--- src/rtl/stx_pkg.sv ---
package stx_pkg;

  localparam int unsigned OSR  = 16;
  localparam int unsigned SUBW = $clog2(OSR);

  typedef enum logic [2:0] {
    ST_IDLE  = 3'd0,
    ST_START = 3'd1,
    ST_DATA  = 3'd2,
    ST_PAR   = 3'd3,
    ST_STOP  = 3'd4
  } stx_state_e;

  // Index of the last data bit: code 0 -> 4 (5 bits) ... code 3 -> 7 (8 bits)
  function automatic logic [2:0] last_index(input logic [1:0] code);
    return {1'b1, code};
  endfunction

  // Keep only the bits that belong to the selected word length
  function automatic logic [7:0] word_mask(input logic [1:0] code);
    return 8'hFF >> (2'd3 - code);
  endfunction

  // Parity bit to send, from the masked data and the mode selects
  function automatic logic parity_bit(input logic [7:0] data,
                                      input logic [1:0] code,
                                      input logic       even_sel,
                                      input logic       stick);
    logic ones;
    ones = ^(data & word_mask(code));
    if (stick) return ~even_sel;
    return even_sel ? ones : ~ones;
  endfunction

endpackage

--- src/rtl/stx_baud_gen.sv ---
module stx_baud_gen #(
  parameter int unsigned IW = 16,
  parameter int unsigned FW = 6
) (
  input  logic          clk,
  input  logic          rst_n,
  input  logic          run,
  input  logic [IW-1:0] div_int,
  input  logic [FW-1:0] div_frac,
  output logic          tick
);

  logic [IW-1:0] cnt_q;
  logic [FW-1:0] acc_q;
  logic [FW:0]   acc_sum;
  logic          frac_carry;
  logic [IW-1:0] reload;

  // Accumulate the fraction; the top bit is the carry that stretches a period
  function automatic logic [FW:0] acc_add(input logic [FW-1:0] a,
                                          input logic [FW-1:0] b);
    return {1'b0, a} + {1'b0, b};
  endfunction

  // Count to load after a tick: (divisor - 1) plus the carry, divisor 0 acts as 1
  function automatic logic [IW-1:0] next_count(input logic [IW-1:0] d,
                                               input logic          c);
    logic [IW-1:0] base;
    base = (d == '0) ? '0 : d - IW'(1);
    return base + IW'(c);
  endfunction

  assign acc_sum    = acc_add(acc_q, div_frac);
  assign frac_carry = acc_sum[FW];
  assign reload     = next_count(div_int, frac_carry);
  assign tick       = run && (cnt_q == '0);

  always_ff @(posedge clk or negedge rst_n) begin
    if (!rst_n) begin
      cnt_q <= '0;
      acc_q <= '0;
    end else if (!run) begin
      cnt_q <= '0;
      acc_q <= '0;
    end else if (tick) begin
      cnt_q <= reload;
      acc_q <= acc_sum[FW-1:0];
    end else begin
      cnt_q <= cnt_q - IW'(1);
    end
  end

  // a divisor above one never yields ticks on adjacent cycles
  a_r2_tick_spacing: assert property (@(posedge clk) disable iff (!rst_n)
    (tick && div_int > IW'(1)) |=> !tick);

endmodule

--- src/rtl/stx_txq.sv ---
module stx_txq #(
  parameter int unsigned DEPTH = 8,
  parameter int unsigned W     = 8
) (
  input  logic         clk,
  input  logic         rst_n,
  input  logic         fifo_mode,
  input  logic         push,
  input  logic [W-1:0] din,
  input  logic         pop,
  output logic [W-1:0] dout,
  output logic         empty,
  output logic         full
);

  localparam int unsigned AW = (DEPTH > 1) ? $clog2(DEPTH) : 1;
  localparam int unsigned CW = $clog2(DEPTH + 1);

  logic [W-1:0]  mem [DEPTH];
  logic [AW-1:0] wp_q, rp_q;
  logic [CW-1:0] count_q;
  logic [CW-1:0] cap;
  logic          push_ok, pop_ok;

  // Holding mode reuses the same storage with a capacity of one
  assign cap     = fifo_mode ? CW'(DEPTH) : CW'(1);
  assign full    = (count_q >= cap);
  assign empty   = (count_q == '0);
  assign push_ok = push && !full;
  assign pop_ok  = pop && !empty;
  assign dout    = mem[rp_q];

  function automatic logic [AW-1:0] ptr_inc(input logic [AW-1:0] p);
    return (p == AW'(DEPTH - 1)) ? '0 : p + AW'(1);
  endfunction

  always_ff @(posedge clk) begin
    if (push_ok) mem[wp_q] <= din;
  end

  always_ff @(posedge clk or negedge rst_n) begin
    if (!rst_n) begin
      wp_q    <= '0;
      rp_q    <= '0;
      count_q <= '0;
    end else begin
      if (push_ok) wp_q <= ptr_inc(wp_q);
      if (pop_ok)  rp_q <= ptr_inc(rp_q);
      case ({push_ok, pop_ok})
        2'b10:   count_q <= count_q + CW'(1);
        2'b01:   count_q <= count_q - CW'(1);
        default: count_q <= count_q;
      endcase
    end
  end

  // a write while full without a read leaves the occupancy unchanged
  a_r7_drop_when_full: assert property (@(posedge clk) disable iff (!rst_n)
    (push && full && !pop) |=> $stable(count_q));

  // the holding slot never grows past one entry
  a_r8_single_slot: assert property (@(posedge clk) disable iff (!rst_n)
    (!fifo_mode && count_q <= CW'(1)) |=> (fifo_mode || count_q <= CW'(1)));

endmodule

--- src/rtl/stx_frame_fsm.sv ---
module stx_frame_fsm
  import stx_pkg::*;
(
  input  logic       clk,
  input  logic       rst_n,
  input  logic       tick,
  input  logic       can_start,
  input  logic       have_data,
  input  logic [7:0] data,
  input  logic [1:0] word_len,
  input  logic       par_en,
  input  logic       par_even,
  input  logic       par_stick,
  input  logic       stop_two,
  input  logic       brk_en,
  output logic       pop,
  output logic       txd,
  output logic       busy
);

  stx_state_e      state_q;
  logic [SUBW-1:0] sub_q;
  logic [2:0]      idx_q;
  logic [2:0]      last_q;
  logic [7:0]      shreg_q;
  logic            par_q, pen_q, two_q;
  logic            start_go;
  logic            bit_end;

  // Named events for the assertions
  assign start_go = (state_q == ST_IDLE) && tick && have_data && can_start && !brk_en;
  assign bit_end  = (state_q != ST_IDLE) && tick && (sub_q == SUBW'(OSR - 1));
  assign pop      = start_go;
  assign busy     = (state_q != ST_IDLE);

  always_comb begin
    case (state_q)
      ST_START: txd = 1'b0;
      ST_DATA:  txd = shreg_q[0];
      ST_PAR:   txd = par_q;
      ST_STOP:  txd = 1'b1;
      default:  txd = !brk_en;
    endcase
  end

  always_ff @(posedge clk or negedge rst_n) begin
    if (!rst_n) begin
      state_q <= ST_IDLE;
      sub_q   <= '0;
      idx_q   <= '0;
      last_q  <= '0;
      shreg_q <= '0;
      par_q   <= 1'b0;
      pen_q   <= 1'b0;
      two_q   <= 1'b0;
    end else if (start_go) begin
      // Frame settings are captured at the start of each character
      state_q <= ST_START;
      sub_q   <= '0;
      idx_q   <= '0;
      shreg_q <= data;
      last_q  <= last_index(word_len);
      par_q   <= parity_bit(data, word_len, par_even, par_stick);
      pen_q   <= par_en;
      two_q   <= stop_two;
    end else if ((state_q != ST_IDLE) && tick) begin
      sub_q <= sub_q + SUBW'(1);
      if (bit_end) begin
        case (state_q)
          ST_START: begin
            state_q <= ST_DATA;
            idx_q   <= '0;
          end
          ST_DATA: begin
            shreg_q <= shreg_q >> 1;
            if (idx_q == last_q) begin
              state_q <= pen_q ? ST_PAR : ST_STOP;
              idx_q   <= '0;
            end else begin
              idx_q <= idx_q + 3'd1;
            end
          end
          ST_PAR: begin
            state_q <= ST_STOP;
            idx_q   <= '0;
          end
          ST_STOP: begin
            if (two_q && idx_q == 3'd0) idx_q <= 3'd1;
            else                        state_q <= ST_IDLE;
          end
          default: state_q <= ST_IDLE;
        endcase
      end
    end
  end

  // a character begins only after the enable and flow-control gate was open
  a_r9_gated_start: assert property (@(posedge clk) disable iff (!rst_n)
    $rose(busy) |-> $past(can_start));

  // every character opens with the line low
  a_r3_start_low: assert property (@(posedge clk) disable iff (!rst_n)
    $rose(busy) |-> !txd);

  // an idle line under break is low
  a_r10_break_low: assert property (@(posedge clk) disable iff (!rst_n)
    (!busy && brk_en) |-> !txd);

  // no new character starts while one is in progress
  a_r11_no_pop_busy: assert property (@(posedge clk) disable iff (!rst_n)
    busy |-> !pop);

endmodule

--- src/rtl/stx_framer_top.sv ---
module stx_framer_top #(
  parameter int unsigned DEPTH = 8,
  parameter int unsigned IW    = 16,
  parameter int unsigned FW    = 6
) (
  input  logic          clk,
  input  logic          rst_n,
  input  logic          line_en,
  input  logic          tx_en,
  input  logic          fifo_en,
  input  logic [1:0]    word_len,
  input  logic          par_en,
  input  logic          par_even,
  input  logic          par_stick,
  input  logic          stop_two,
  input  logic          brk_en,
  input  logic          cts_flow_en,
  input  logic          cts_n,
  input  logic [IW-1:0] div_int,
  input  logic [FW-1:0] div_frac,
  input  logic          wr_valid,
  input  logic [7:0]    wr_data,
  output logic          txd,
  output logic          tx_busy,
  output logic          tx_empty,
  output logic          tx_full
);

  logic       tick;
  logic       can_start;
  logic       q_pop;
  logic [7:0] q_dout;

  assign can_start = line_en && tx_en && (!cts_flow_en || !cts_n);

  stx_baud_gen #(.IW(IW), .FW(FW)) baud_i (
    .clk      (clk),
    .rst_n    (rst_n),
    .run      (line_en),
    .div_int  (div_int),
    .div_frac (div_frac),
    .tick     (tick)
  );

  stx_txq #(.DEPTH(DEPTH), .W(8)) txq_i (
    .clk       (clk),
    .rst_n     (rst_n),
    .fifo_mode (fifo_en),
    .push      (wr_valid),
    .din       (wr_data),
    .pop       (q_pop),
    .dout      (q_dout),
    .empty     (tx_empty),
    .full      (tx_full)
  );

  stx_frame_fsm fsm_i (
    .clk       (clk),
    .rst_n     (rst_n),
    .tick      (tick),
    .can_start (can_start),
    .have_data (!tx_empty),
    .data      (q_dout),
    .word_len  (word_len),
    .par_en    (par_en),
    .par_even  (par_even),
    .par_stick (par_stick),
    .stop_two  (stop_two),
    .brk_en    (brk_en),
    .pop       (q_pop),
    .txd       (txd),
    .busy      (tx_busy)
  );

  // there is always room for at least one byte, so the two flags exclude
  a_r7_flags_exclusive: assert property (@(posedge clk) disable iff (!rst_n)
    !(tx_empty && tx_full));

endmodule

--- config.mk ---
export PLATFORM = sky130hd
export DESIGN_NAME = stx_framer_top
export DESIGN_NICKNAME = d
export VERILOG_FILES = /design/src/rtl/stx_pkg.sv /design/src/rtl/stx_baud_gen.sv /design/src/rtl/stx_txq.sv /design/src/rtl/stx_frame_fsm.sv /design/src/rtl/stx_framer_top.sv
export SDC_FILE = /design/constraint.sdc
export NUM_CORES = 1
export LEC_CHECK = 0
export BUFFER_PORTS_ARGS = -buffer_cell sky130_fd_sc_hd__buf_2
export CAP_MARGIN = 20
export CORE_MARGIN = 3
export CORE_UTILIZATION = 55
export CTS_CLUSTER_SIZE = 16
export DETAILED_ROUTE_END_ITERATION = 16
export GPL_ROUTABILITY_DRIVEN = 0
export PLACE_DENSITY = 0.83
export SETUP_SLACK_MARGIN = 0.15
export SLEW_MARGIN = 20
export SYNTH_ARGS = -nofsm -noshare
export SYNTH_HDL_FRONTEND = slang
export SYNTH_SLANG_ARGS = --single-unit
--- constraint.sdc ---
create_clock -name clk -period 7.9 [get_ports clk]
set_clock_uncertainty 0.05 [all_clocks]
set_input_delay 1.185 -clock clk [delete_from_list [all_inputs] [get_ports clk]]
set_output_delay 1.185 -clock clk [all_outputs]
set_load 0.01 [all_outputs]
==> run_results.csv <==
group,metric,value,unit
worst_setup_path,rr_worst_depth,8,
sta,fmax,247,MHz
power,p_sw_share,33.3,%
cts,clock_sinks,120,
worst_setup_path,slowest_stage,"nor3_2",
power,internal_power,1.39,mW
power,power_frac_comb,24.2,%
worst_setup_path,crit_chain,"buf_2, inv_1, ha_1, nand2b_1, or3_1, nor3_2, nor2_1, ha_1, nor2b_1, and3_1, a21oi_1, o22ai_1, xnor2_1, nor3_1, a21oi_1, nor2b_1",
synthesis,async_flop_share,46.7,%
synthesis,yosys.area.top_type,"edfxtp_1",
worst_setup_path,rr_startpoint,"baud_i.cnt_q[8]",
floorplan,initial_core_util,57.1,%
final_layout,post-route-util,65.1,%
floorplan,die_h,116,µm
sta,slew_viol_final,0,
cts,cts_root_buf,"clkbuf_16",
synthesis,synthFlopType,"edfxtp_1",
power,power.static_leakage,3.14,nW
cts,postCtsResizedCells,0,
synthesis,ys_warn_count,0,
grt,grt_max_degree,57,
routing,drt-total-wl,14100,µm
sta,tns,0,ns
synthesis,netlist_instances,604,
grt,grt_pass1_vias,4830,
grt,grt_pass1_wl,23200,µm
status,status,"finished clean",
sta,period_needed,4.05,ns
worst_setup_path,cp_max_fo,11,
synthesis,synthesis.area,0.00663,mm²
power,power.switching,0.694,mW
sta,worst_pin_slew,0.903,ns
sta,fin_crit_sh,51.2,%
sta,setup_viol,0,
grt,antenna_found_initial,0,
placement,hpwl,9560,µm
synthesis,synth.top_cell.area_share,29.0,%
worst_setup_path,critPathRequiredTime,8.20,ns
final_layout,antenna_cells,0,
synthesis,ys_seq_area_share,50.1,%
power,clockPowerShare,35.8,%
worst_setup_path,end_kind,"register",
power,p_seq_share,40.0,%
synthesis,synth_most_common_cell,"nand2_1",
final_layout,area_growth,14.0,%
cts,cts_made_buffers,17,
worst_hold_path,hold_class,"reg2reg",
synthesis,syn_area_per_cell,11.0,µm²
floorplan,core_area,0.0116,mm²
synthesis,ys_types,66,
routing,wl_per_cell,17.5,µm
sta,hold_violations,0,
cts,ctsHoldBuffers,0,
cts,cts_max_level,4,
cts,clk_latency,0.42,ns
final_layout,finalNetCount,720,
floorplan,ios,49,
routing,ant_nets,0,
worst_setup_path,timing.reg2reg.setup_slack,4.36,ns
grt,globalRouteOverflowTotal,0,
worst_setup_path,start_kind,"input port",
worst_setup_path,worstSetupPathType,"in2reg",
floorplan,die_area,0.0134,mm²
synthesis,synth_edf_count,64,
routing,detail_route.first_pass.iterations,4,
final_layout,drive_above_1_share,17.9,%
synthesis,synthTopCellsByCount,"nand2_1 (73), edfxtp_1 (64), dfrtp_1 (56), nor2_1 (48), xnor2_1 (25)",
placement,io_buffer_count,48,
power,peakVddDrop,0.322,mV
cts,cts_tree,"yes",
routing,drc,0,
synthesis,syn-num-nets,674,
routing,vias,4789,
power,powerDensity,276,mW/mm²
worst_setup_path,cp-endpoint,"baud_i.cnt_q[3]",
routing,drt_iter0_drc,325,
synthesis,yosys-top-cells-area,"edfxtp_1 (29%), dfrtp_1 (21%), mux4_2 (4.8%), ha_1 (4.3%), nand2_1 (4.1%)",
worst_setup_path,worstPathArrival,4.35,ns
sta,slew_headroom,39.6,%
final_layout,fill_cells,849,
worst_setup_path,r2r_end,"fsm_i.shreg_q[1]",
worst_setup_path,crit_start,"div_int[0]",
synthesis,ys_ff_latch,120,
floorplan,core.rowCount,39,
cts,postCtsSetupRepairBufs,0,
grt,gr-usage-all-layers,22.7,%
cts,clk_path_buf_depth,2,
floorplan,die_w,116,µm
worst_setup_path,max_stage_delay,0.48,ns
flow_run,maxCapViolCount,0,
routing,via_per_inst,5.94,
cts,clkTransAtPathRegs,0.06,ns
sta,grt_setup_unrepaired,"false",
worst min path at each step:
stage                      from           to  slack, ns  cells past startpoint
floorplan           fsm_i.pen_q  fsm_i.pen_q       0.38                      2
global placement    fsm_i.pen_q  fsm_i.pen_q       0.40                      2
detailed placement  fsm_i.pen_q  fsm_i.pen_q       0.41                      2
CTS                 fsm_i.pen_q  fsm_i.pen_q       0.43                      2
global route        fsm_i.pen_q  fsm_i.pen_q       0.44                      2
finish              fsm_i.pen_q  fsm_i.pen_q       0.42                      2
registers in the layout (all words and copies together) (netlist names):
| register | count |
|---|---|
| baud_i.acc_q | 6 |
| baud_i.cnt_q | 16 |
| fsm_i.idx_q | 3 |
| fsm_i.last_q | 3 |
| fsm_i.par_q | 1 |
| fsm_i.pen_q | 1 |
| fsm_i.shreg_q | 8 |
| fsm_i.state_q | 3 |
| fsm_i.sub_q | 4 |
| fsm_i.two_q | 1 |
| txq_i.count_q | 4 |
| txq_i.mem | 64 |
| txq_i.rp_q | 3 |
| txq_i.wp_q | 3 |
power by group through the flow:
stage	Clock [mW]	Sequential, mW	Combinational (mW)
floorplan	0	0.821	0.372
global placement	0	0.832	0.470
detailed placement	0	0.841	0.497
CTS	0.756	0.833	0.507
global route	0.788	0.843	0.567
finish	0.746	0.834	0.504
layout make-up:
type                       instances  area [µm²]  share of cell area (%)
sequential                       120        3320                    44.0
inverter                          20        75.1                   0.993
clock inverter                    15         150                    1.99
clock buffer                      17         425                    5.63
tap                              143         179                    2.37
timing repair buffer              55         293                    3.87
multi-input combinational        436        3110                    41.2
per-stage QoR:
| step | setup WS (ns) | cells | cell area [µm²] | power [mW] | hold WS, ns |
|---|---|---|---|---|---|
| finish | 3.85 | 806 | 7560 | 2.08 | 0.421 |
| global placement | 3.36 | 774 | 6980 | 1.30 | 0.403 |
| global route | 3.46 | 806 | 7560 | 2.20 | 0.445 |
| floorplan | 3.88 | 604 | 6630 | 1.19 | 0.381 |
| detailed placement | 3.15 | 774 | 6980 | 1.34 | 0.412 |
| CTS | 3.59 | 806 | 7550 | 2.10 | 0.425 |
layout by cell type, fill, tap and decap left out, drive strengths merged, types with 7 or more instances in the layout:
| cell type | netlist | routed |
|---|---|---|
| xnor2 | 25 | 25 |
| nand2 | 73 | 73 |
| inv | 20 | 31 |
| buf | 8 | 55 |
| and3 | 8 | 8 |
| mux4 | 16 | 16 |
| edfxtp | 64 | 64 |
| nor4 | 9 | 9 |
| dfrtp | 56 | 56 |
| xor2 | 20 | 20 |
| nand3 | 17 | 17 |
| or3 | 12 | 12 |
| o21ai | 37 | 37 |
| ha | 23 | 23 |
| nor2b | 7 | 7 |
| nand2b | 7 | 7 |
| a21oi | 26 | 26 |
| nor2 | 48 | 48 |
| clkbuf | 20 | 17 |
| mux2i | 14 | 14 |
| nor3 | 19 | 19 |
metal layers:
layer	GRT usage, %	share of wire (%)
met5	0	0
met4	9.59	2.2
met3	5.38	4.8
met2	38.9	52
met1	27.5	41
cell families (layout without fill, tap and decap cells):
| kind of cell | count (synthesis) | after routing | synth area share [%] |
|---|---|---|---|
| buffers and inverters | 48 | 107 | 3.08 |
| adders and majority gates | 25 | 25 | 4.95 |
| AOI/OAI and AO/OA | 101 | 101 | 9.68 |
| muxes | 35 | 35 | 8.51 |
| and+or+nand+nor | 229 | 229 | 17.4 |
| DFF | 120 | 120 | 50.1 |
| xor gates and xnor gates | 46 | 46 | 6.29 |
critical path: cells and delay by family:
family	cells	cell delay, ns
compound gates	3	0.35
xor+xnor	1	0.14
fa+ha+maj	2	0.62
buf+inv	2	0.17
simple gates	8	1.89
Power figures use the tool's default switching activity.
